`src/rtl/xpt_pkg.sv`:
```
package xpt_pkg;
  typedef enum logic [3:0] {
    ST_IDLE,
    ST_FILL_A,
    ST_FILL_B,
    ST_MOD_RA,
    ST_MOD_WA,
    ST_MOD_RB,
    ST_MOD_WB,
    ST_VER_A,
    ST_VER_B,
    ST_VER_C,
    ST_DONE
  } xpt_state_e;
endpackage

```
`src/rtl/xpt_key_lfsr.sv`:
```
// Burst key source: Galois LFSR, reloaded on start, advanced once per burst.
module xpt_key_lfsr #(
  parameter int             DW   = 64,
  parameter logic [DW-1:0]  INIT = 64'h1D872B419C3E5F06,
  parameter logic [DW-1:0]  TAPS = 64'hD800000000000000
) (
  input  logic          clk,
  input  logic          rst_n,
  input  logic          load,
  input  logic          step,
  output logic [DW-1:0] key
);
  logic [DW-1:0] key_d;

  always_comb begin
    key_d = key;
    if (load)      key_d = INIT;
    else if (step) key_d = (key >> 1) ^ ({DW{key[0]}} & TAPS);
  end

  always_ff @(posedge clk or negedge rst_n) begin
    if (!rst_n)            key <= INIT;
    else if (load || step) key <= key_d;
  end
endmodule

```
`src/rtl/xpt_sat_cnt.sv`:
```
// Saturating event counter with synchronous clear.
module xpt_sat_cnt #(
  parameter int W = 16
) (
  input  logic         clk,
  input  logic         rst_n,
  input  logic         clr,
  input  logic         inc,
  output logic [W-1:0] cnt
);
  logic [W-1:0] cnt_d;
  logic         cnt_en;

  always_comb begin
    cnt_en = clr || (inc && (cnt != {W{1'b1}}));
    cnt_d  = clr ? '0 : cnt + 1'b1;
  end

  always_ff @(posedge clk or negedge rst_n) begin
    if (!rst_n)      cnt <= '0;
    else if (cnt_en) cnt <= cnt_d;
  end
endmodule

```
`src/rtl/xor_pred_tester.sv`:
```
module xor_pred_tester
  import xpt_pkg::*;
#(
  parameter int            DW       = 64,
  parameter int            ADDR_W   = 12,
  parameter int            BW       = 8,
  parameter int            ERR_W    = 16,
  parameter logic [DW-1:0] KEY_INIT = 64'h1D872B419C3E5F06,
  parameter logic [DW-1:0] KEY_TAPS = 64'hD800000000000000
) (
  input  logic              clk,
  input  logic              rst_n,
  input  logic              start,
  input  logic [ADDR_W-1:0] region_base,
  input  logic [ADDR_W-1:0] region_len,
  input  logic [DW-1:0]     fill_seed,
  input  logic [BW-1:0]     burst_cnt,
  output logic              busy,
  output logic              done,
  output logic [ERR_W-1:0]  err_a,
  output logic [ERR_W-1:0]  err_b,
  output logic              mem_en,
  output logic              mem_we,
  output logic [ADDR_W-1:0] mem_addr,
  output logic [DW-1:0]     mem_wdata,
  input  logic [DW-1:0]     mem_rdata
);
  localparam int WORD_BYTES = DW / 8;
  localparam int BYTE_SH    = $clog2(WORD_BYTES);

  xpt_state_e        state_q, state_d;
  logic [ADDR_W-1:0] k_q, k_d;
  logic [ADDR_W-1:0] addr_q, addr_d;
  logic [DW-1:0]     pred_q, pred_d;
  logic [DW-1:0]     acc_q, acc_d;
  logic [BW-1:0]     bleft_q, bleft_d;

  logic [ADDR_W-1:0] base_addr_q, n_q, off_q;
  logic [DW-1:0]     base_q, pincr_q;

  logic [ADDR_W-1:0] n_w;
  logic [DW-1:0]     base_w;
  logic [ADDR_W-1:0] addr_b;
  logic [DW-1:0]     expect_w;
  logic [DW-1:0]     key;
  logic              last;
  logic              cfg_ld, key_ld, key_step, cnt_clr;
  logic [1:0]        hit;
  logic [ERR_W-1:0]  cnt [2];

  assign n_w      = region_len >> (BYTE_SH + 1);
  assign base_w   = DW'(region_base) * fill_seed;
  assign addr_b   = addr_q + off_q;
  assign expect_w = pred_q ^ acc_q;
  assign last     = (k_q == n_q - 1'b1);

  // Next-state and datapath control
  always_comb begin
    state_d  = state_q;
    k_d      = k_q;
    addr_d   = addr_q;
    pred_d   = pred_q;
    acc_d    = acc_q;
    bleft_d  = bleft_q;
    cfg_ld   = 1'b0;
    key_ld   = 1'b0;
    key_step = 1'b0;
    cnt_clr  = 1'b0;
    hit      = 2'b00;
    mem_en   = 1'b0;
    mem_we   = 1'b0;
    mem_addr = addr_q;
    mem_wdata = pred_q;

    case (state_q)
      ST_IDLE: begin
        if (start) begin
          cfg_ld  = 1'b1;
          key_ld  = 1'b1;
          cnt_clr = 1'b1;
          acc_d   = '0;
          k_d     = '0;
          addr_d  = region_base;
          pred_d  = base_w;
          bleft_d = burst_cnt;
          state_d = (n_w == '0) ? ST_DONE : ST_FILL_A;
        end
      end
      ST_FILL_A: begin
        mem_en  = 1'b1;
        mem_we  = 1'b1;
        state_d = ST_FILL_B;
      end
      ST_FILL_B: begin
        mem_en   = 1'b1;
        mem_we   = 1'b1;
        mem_addr = addr_b;
        if (last) begin
          k_d     = '0;
          addr_d  = base_addr_q;
          pred_d  = base_q;
          state_d = (bleft_q == '0) ? ST_DONE : ST_MOD_RA;
        end else begin
          k_d     = k_q + 1'b1;
          addr_d  = addr_q + ADDR_W'(WORD_BYTES);
          pred_d  = pred_q + pincr_q;
          state_d = ST_FILL_A;
        end
      end
      ST_MOD_RA: begin
        mem_en  = 1'b1;
        state_d = ST_MOD_WA;
      end
      ST_MOD_WA: begin
        mem_en    = 1'b1;
        mem_we    = 1'b1;
        mem_wdata = mem_rdata ^ key;
        state_d   = ST_MOD_RB;
      end
      ST_MOD_RB: begin
        mem_en   = 1'b1;
        mem_addr = addr_b;
        state_d  = ST_MOD_WB;
      end
      ST_MOD_WB: begin
        mem_en    = 1'b1;
        mem_we    = 1'b1;
        mem_addr  = addr_b;
        mem_wdata = mem_rdata ^ key;
        if (last) begin
          k_d     = '0;
          addr_d  = base_addr_q;
          pred_d  = base_q;
          acc_d   = acc_q ^ key;
          state_d = ST_VER_A;
        end else begin
          k_d     = k_q + 1'b1;
          addr_d  = addr_q + ADDR_W'(WORD_BYTES);
          state_d = ST_MOD_RA;
        end
      end
      ST_VER_A: begin
        mem_en  = 1'b1;
        state_d = ST_VER_B;
      end
      ST_VER_B: begin
        mem_en   = 1'b1;
        mem_addr = addr_b;
        hit[0]   = (mem_rdata != expect_w);
        state_d  = ST_VER_C;
      end
      ST_VER_C: begin
        hit[1] = (mem_rdata != expect_w);
        if (last) begin
          k_d      = '0;
          addr_d   = base_addr_q;
          pred_d   = base_q;
          key_step = 1'b1;
          bleft_d  = bleft_q - 1'b1;
          state_d  = (bleft_q == BW'(1)) ? ST_DONE : ST_MOD_RA;
        end else begin
          k_d     = k_q + 1'b1;
          addr_d  = addr_q + ADDR_W'(WORD_BYTES);
          pred_d  = pred_q + pincr_q;
          state_d = ST_VER_A;
        end
      end
      ST_DONE:  state_d = ST_IDLE;
      default:  state_d = ST_IDLE;
    endcase
  end

  // Run state registers
  always_ff @(posedge clk or negedge rst_n) begin
    if (!rst_n) begin
      state_q <= ST_IDLE;
      k_q     <= '0;
      addr_q  <= '0;
      pred_q  <= '0;
      acc_q   <= '0;
      bleft_q <= '0;
    end else begin
      state_q <= state_d;
      k_q     <= k_d;
      addr_q  <= addr_d;
      pred_q  <= pred_d;
      acc_q   <= acc_d;
      bleft_q <= bleft_d;
    end
  end

  // Configuration captured on an accepted start
  always_ff @(posedge clk or negedge rst_n) begin
    if (!rst_n) begin
      base_addr_q <= '0;
      n_q         <= '0;
      off_q       <= '0;
      base_q      <= '0;
      pincr_q     <= '0;
    end else if (cfg_ld) begin
      base_addr_q <= region_base;
      n_q         <= n_w;
      off_q       <= n_w << BYTE_SH;
      base_q      <= base_w;
      pincr_q     <= fill_seed << BYTE_SH;
    end
  end

  xpt_key_lfsr #(.DW(DW), .INIT(KEY_INIT), .TAPS(KEY_TAPS)) u_keys (
    .clk  (clk),
    .rst_n(rst_n),
    .load (key_ld),
    .step (key_step),
    .key  (key)
  );

  for (genvar h = 0; h < 2; h++) begin : g_half_cnt
    xpt_sat_cnt #(.W(ERR_W)) u_cnt (
      .clk  (clk),
      .rst_n(rst_n),
      .clr  (cnt_clr),
      .inc  (hit[h]),
      .cnt  (cnt[h])
    );
  end

  assign err_a = cnt[0];
  assign err_b = cnt[1];
  assign busy  = (state_q != ST_IDLE) && (state_q != ST_DONE);
  assign done  = (state_q == ST_DONE);
endmodule

```
`config.mk`:
```
export PLATFORM = sky130hd
export DESIGN_NAME = xor_pred_tester
export DESIGN_NICKNAME = d
export VERILOG_FILES = /design/src/rtl/xpt_pkg.sv /design/src/rtl/xpt_key_lfsr.sv /design/src/rtl/xpt_sat_cnt.sv /design/src/rtl/xor_pred_tester.sv
export SDC_FILE = /design/constraint.sdc
export NUM_CORES = 2
export LEC_CHECK = 0
export ABC_CLOCK_PERIOD_IN_PS = 9700
export BUFFER_PORTS_ARGS = -buffer_cell sky130_fd_sc_hd__buf_2
export CORE_MARGIN = 5
export CORE_UTILIZATION = 40
export CTS_BUF_LIST = sky130_fd_sc_hd__clkbuf_2
export DETAILED_ROUTE_END_ITERATION = 6
export HOLD_SLACK_MARGIN = 0.08
export PLACE_DENSITY = 0.52
export SYNTH_ARGS = -nofsm -noshare
export SYNTH_HDL_FRONTEND = slang
export SYNTH_SLANG_ARGS = --single-unit
```
`constraint.sdc`:
```
create_clock -name clk -period 9.7 [get_ports clk]
set_clock_uncertainty 0.1 [all_clocks]
set_input_delay 0.97 -clock clk [delete_from_list [all_inputs] [get_ports clk]]
set_output_delay 0.97 -clock clk [all_outputs]
set_load 0.01 [all_outputs]
```
==> Yosys cells after proc, flatten, opt, wreduce, memory -nomap -nowiden <==
Index checks and enable logic that the tools add are counted.
{ "word_totals": {"reg_bits": 405, "input_bits": 163, "out_inout_bits": 112, "word_cells": 109} }
{ "classes": {"n_addsub": 8, "multipliers": 1, "eq_ne": 19, "n_mux": 38, "bitwise": 4, "n_reduce_logical": 26} }
{ "ops": {"columns": ["op", "count"], "rows": [
  ["$mux W64", 8],
  ["$pmux W64 S3", 1],
  ["$xor A64 B64 Y64", 3],
  ["$pmux W64 S2", 1],
  ["$add A64 B64 Y64", 1],
  ["$mul A12 B64 Y64", 1],
  ["$ne A64 B64 Y1", 1],
  ["$xor A63 B64 Y64", 1],
  ["$mux W12", 5],
  ["$pmux W12 S2", 2],
  ["$pmux W4 S10", 1],
  ["$add A16 B1 Y16 const B", 2],
  ["$mux W16", 2],
  ["$ne A16 B16 Y1 const B", 2],
  ["$mux W4", 6],
  ["$eq A4 B3 Y1 const B", 4],
  ["$mux W8", 2],
  ["$pmux W8 S2", 1],
  ["$add A12 B1 Y12 const B", 1],
  ["$add A12 B11 Y12", 1],
  ["$add A12 B4 Y12 const B", 1],
  ["$eq A12 B12 Y1", 1],
  ["$eq A4 B4 Y1 const B", 3],
  ["$logic_not A12 Y1", 1],
  ["22 further kinds", 44]
]} }

==> Longest topological paths before layout <==
{ "logic_depth": {"depth_word": 6, "ltp_mapped": 26, "mapped_depth_nobuf": 23} }

==> Cells and area by module <==
From an unflattened synthesis, not the netlist that was laid out.
{ "hier_totals": {"hier_cells": 5410, "area_unflattened_um2": 45710.1} }
{ "by_module_without_submodules": {"columns": ["module", "n_inst", "cells_per_inst", "area_per_inst_um2", "seq_area_each_um2"], "rows": [
  ["xor_pred_tester", 1, 4997, 41110.7, 7732.4],
  ["xpt_key_lfsr", 1, 214, 2712.6, 1640.3],
  ["xpt_sat_cnt (g_half_cnt[1].u_cnt)", 1, 99, 955.9, 400.4],
  ["xpt_sat_cnt (g_half_cnt[0].u_cnt)", 1, 100, 930.9, 400.4]
]} }

==> Least setup slack after synthesis <==
Ideal clock, no wire load.
{ "synth_timing": {"path_type": "input -> register", "from": "input port region_base[4]", "to": "register pred_q[60]", "setup_time_ns": 0.137, "arrival_ns": 6.599, "required_time_ns": 9.463, "setup_slack_ns": 2.864, "path_stages": 24, "path_buffers": 4, "path_cell_list": "clkbuf_1 -> clkbuf_1 -> clkbuf_1 -> nand2_1 -> fa_1 -> fa_1 -> inv_1 -> fa_1 -> fa_1 -> inv_1 -> fa_1 -> inv_1 -> ha_1 -> clkbuf_1 -> nand3_1 -> nor3_1 -> nand2_1 -> or2_2 -> o22ai_1 -> nand2_1 -> a31oi_1 -> a21oi_1 -> nor4b_1 -> a31oi_1"} }
{ "synth_between": {"elab_chain_cells": 3} }
{ "synth_lines": {"columns": ["item", "line", "rtl"], "rows": [
  ["from (decl)", "xor_pred_tester.sv:14", "input logic [ADDR_W-1:0] region_base,"],
  ["$mul A12 B64 Y64", "xor_pred_tester.sv:52", "assign base_w = DW'(region_base) * fill_seed;"],
  ["$mux W64", "xor_pred_tester.sv:77", "if (start) begin"],
  ["$pmux W64 S3", "xor_pred_tester.sv:75", "case (state_q)"],
  ["to (signal assigned)", "xor_pred_tester.sv:186", "pred_q <= pred_d;"],
  ["to (decl)", "xor_pred_tester.sv:34", "logic [DW-1:0] pred_q, pred_d;"]
]} }
No other way between the ends. The select of a mux whose other input is x is not followed.
A chain may end at the register's enable or synchronous reset.

==> Final worst setup path <==
{ "layout_timing": {"from": "input port region_base[4]", "to": "register pred_q[44]"} }
Same word-level chain as after synthesis.

==> out/results.txt <==
status: finished clean
Num CTS Buffers: 102
number of global-route vias before repair: 38,000
Arrival @ worst endpoint: 7910 ps
synthesized flop and latch total: 405
Yosys top cell area share: 0.249
I/O pin total: 275
Avg WL per Cell: 20.3 um
Layout Nets: 6,479
half-perimeter wire length after placement: 110,000 um
Area Growth Syn to Fin: 9.12%
crit path kind: primary input to register
final WL: 146,000 um
Post-Syn Instances: 5,423
final hold vios: 0
Crit Path Max Fanout: 39
CTS H-Tree Depth: 3
unrepaired setup endpoints after global routing: no
Via density: 5.22
Clock Tree Root: clkbuf_2
HP Class: primary input to register
slowest CP cell: o31ai_1
Most used DFF post-synth: dfrtp_1
drt first pass iters: 5
pin count of the biggest net entering global routing: 138
# resized after CTS: 0
Avg Cell Area, Syn: 8.32 sq um
Starting Density: 0.402
Post-synth ARST share: 1.00
DRT iter0 DRCs: 2,605
FILL cells: 11,500
Die Wd: 346 um
fin crit period: 7010 ps
total grt overflow: 0
Die H: 346 um
Yosys cell types: 87
Worst-Skew Late Latency: 1150 ps
post-synthesis sequential area ratio: 0.225
Crit path top cell by count: fa_1
initial antenna violation count: 3
Final Slew Violations: 0
Tcrit/Tclk final: 0.722
Inst Count DP: 6,926
top cells by area, synth: fa_1 25%, dfrtp_1 21%, nand2_1 10%
EDFF count, synth: 0
clock-pin slew on the worst setup and hold paths: 130 ps
Worst setup EP type: register
gr usage total: 0.243
GPL Wtd Cong: 0.935
DRC: 0
Yosys top cell by area: fa_1
maxcap violations: 0
Worst-Margin Slew: 1230 ps
max incr delay on CP: 830 ps
Rows: 123
CP required: 10,600 ps
Synth Net Count: 6,303
clk sinks: 405
clock buffer depth: 3
total die area: 120,000 sq um
Core Area: 112,000 sq um
CTS tree: done
Sum Neg Setup Slack: 0 ps
wire length of the first global-routing pass: 229,000 um
Final setup viols: 0
type of origin of the critical path: primary input
DR vias: 37,500
Routed Antenna Nets: 0
CP cell instances: buf_2 > nand2_1 > fa_1 > fa_1 > inv_1 > fa_1 > fa_1 > inv_1 > fa_1 > inv_1 > ha_1 > a21o_1 > a2111oi_0 > o31ai_1 > a211oi_1 > o21ai_1 > a21boi_0 > nor2_1 > o31ai_1 > a221oi_1
IO Port Bufs: 270
Slew Limit Headroom: 0.179
count leader, synth: nand2_1
Yosys warnings: 0
most frequent cells after synthesis: 1,211 x nand2_1, 624 x inv_1, 561 x fa_1
# hold bufs at CTS: 69
maximum clock frequency: 0.143 GHz
Post-CTS Repair Setup Buffers: 0
Non-Filler Instances: 7,181
share of cells above drive strength 1: 0.0988
Mapped Area: 45,100 sq um
==> per-stage QoR <==
step	util	hold slack [ps]	setup WS, ps	cell area [sq um]
6_report	0.438	261	2690	49200
5_1_grt	0.438	154	2250	49200
4_1_cts	0.438	80.5	2890	49200
3_5_place_dp	0.424	359	1650	47600
3_3_place_gp	0.424	345	1660	47600
2_1_floorplan	-	333	2860	45100
==> cell families (layout without fill, tap and decap cells) <==
kind of cell	after synthesis	count (layout)	share of synthesized area
adder cells (fa/ha/maj)	717	717	0.292
AO/OA/AOI/OAI	831	831	0.114
AND/OR/NAND/NOR	2062	2062	0.197
multiplexers	19	19	0.00446
other	0	3	0
flip-flops	405	405	0.225
XOR/XNOR	451	451	0.0875
buffers and inverters	938	1193	0.0792
==> layer usage <==
layer	vias up	GRT usage	wire length, um
met5	-	0	0
met2	1083	0.373	64200
li1	17500	-	-
met3	146	0.0420	9160
met4	0	0.0525	2830
met1	18700	0.360	69700
==> critical path, delay by kind of cell <==
kind | cells | cell delay (ps)
adders and majority gates | 6 | 2900
and+or+nand+nor | 2 | 270
AOI/OAI and AO/OA | 8 | 2800
buffers and inverters | 4 | 930
==> layout make-up <==
class                           count  area [sq um]  share of cell area
Multi-Input combinational cell   4080         31400               0.639
Sequential cell                   405         10200               0.207
Timing Repair Buffer              386          2450              0.0497
Inverter                          624          2340              0.0476
Tap cell                         1500          1880              0.0381
Clock buffer                      153           766              0.0156
Clock inverter                     30           179             0.00363
Antenna cell                        3          7.51            0.000152
==> path summary, 6_finish.rpt <==
check | start | endpoint | slack (ps) | cells after the start
worst max-delay path | region_base[4] | pred_q[44] | 2690 | 20
worst max register to register | state_q[3] | addr_q[0] | 4980 | 7
worst min-delay path | fill_seed[26] | pincr_q[29] | 260 | 3
min in group asynchronous | rst_n | acc_q[9] | 340 | 2
max in group asynchronous | rst_n | g_half_cnt[1].u_cnt.cnt[1] | 6990 | 4
worst min register to register | base_q[51] | base_q[51] | 380 | 2
==> registers in the layout, summed over array words and instances (netlist names) <==
name                  count
acc_q                    64
addr_q                   12
base_addr_q              12
base_q                   64
bleft_q                   8
g_half_cnt.u_cnt.cnt     32
k_q                      12
n_q                       8
pincr_q                  61
pred_q                   64
state_q                   4
u_keys.key               64
==> placed cells by master (no fill, tap or decap), types with 57 or more instances in the layout <==
master and n:
xnor2_1 227, fa_1 561, nor2_1 377, nand4_1 57, ha_1 156, o21ai_0 226
nand2_1 1210, buf_2 267, inv_1 624, a21o_1 74, and2_1 207, clkbuf_2 153
a21oi_1 256, dfrtp_1 374, xor2_1 224, dlygate4sd3_1 69
Power is left out: the tool's default activity adds up to more than one toggle a clock period on the data nets, which glitch-free logic cannot reach.
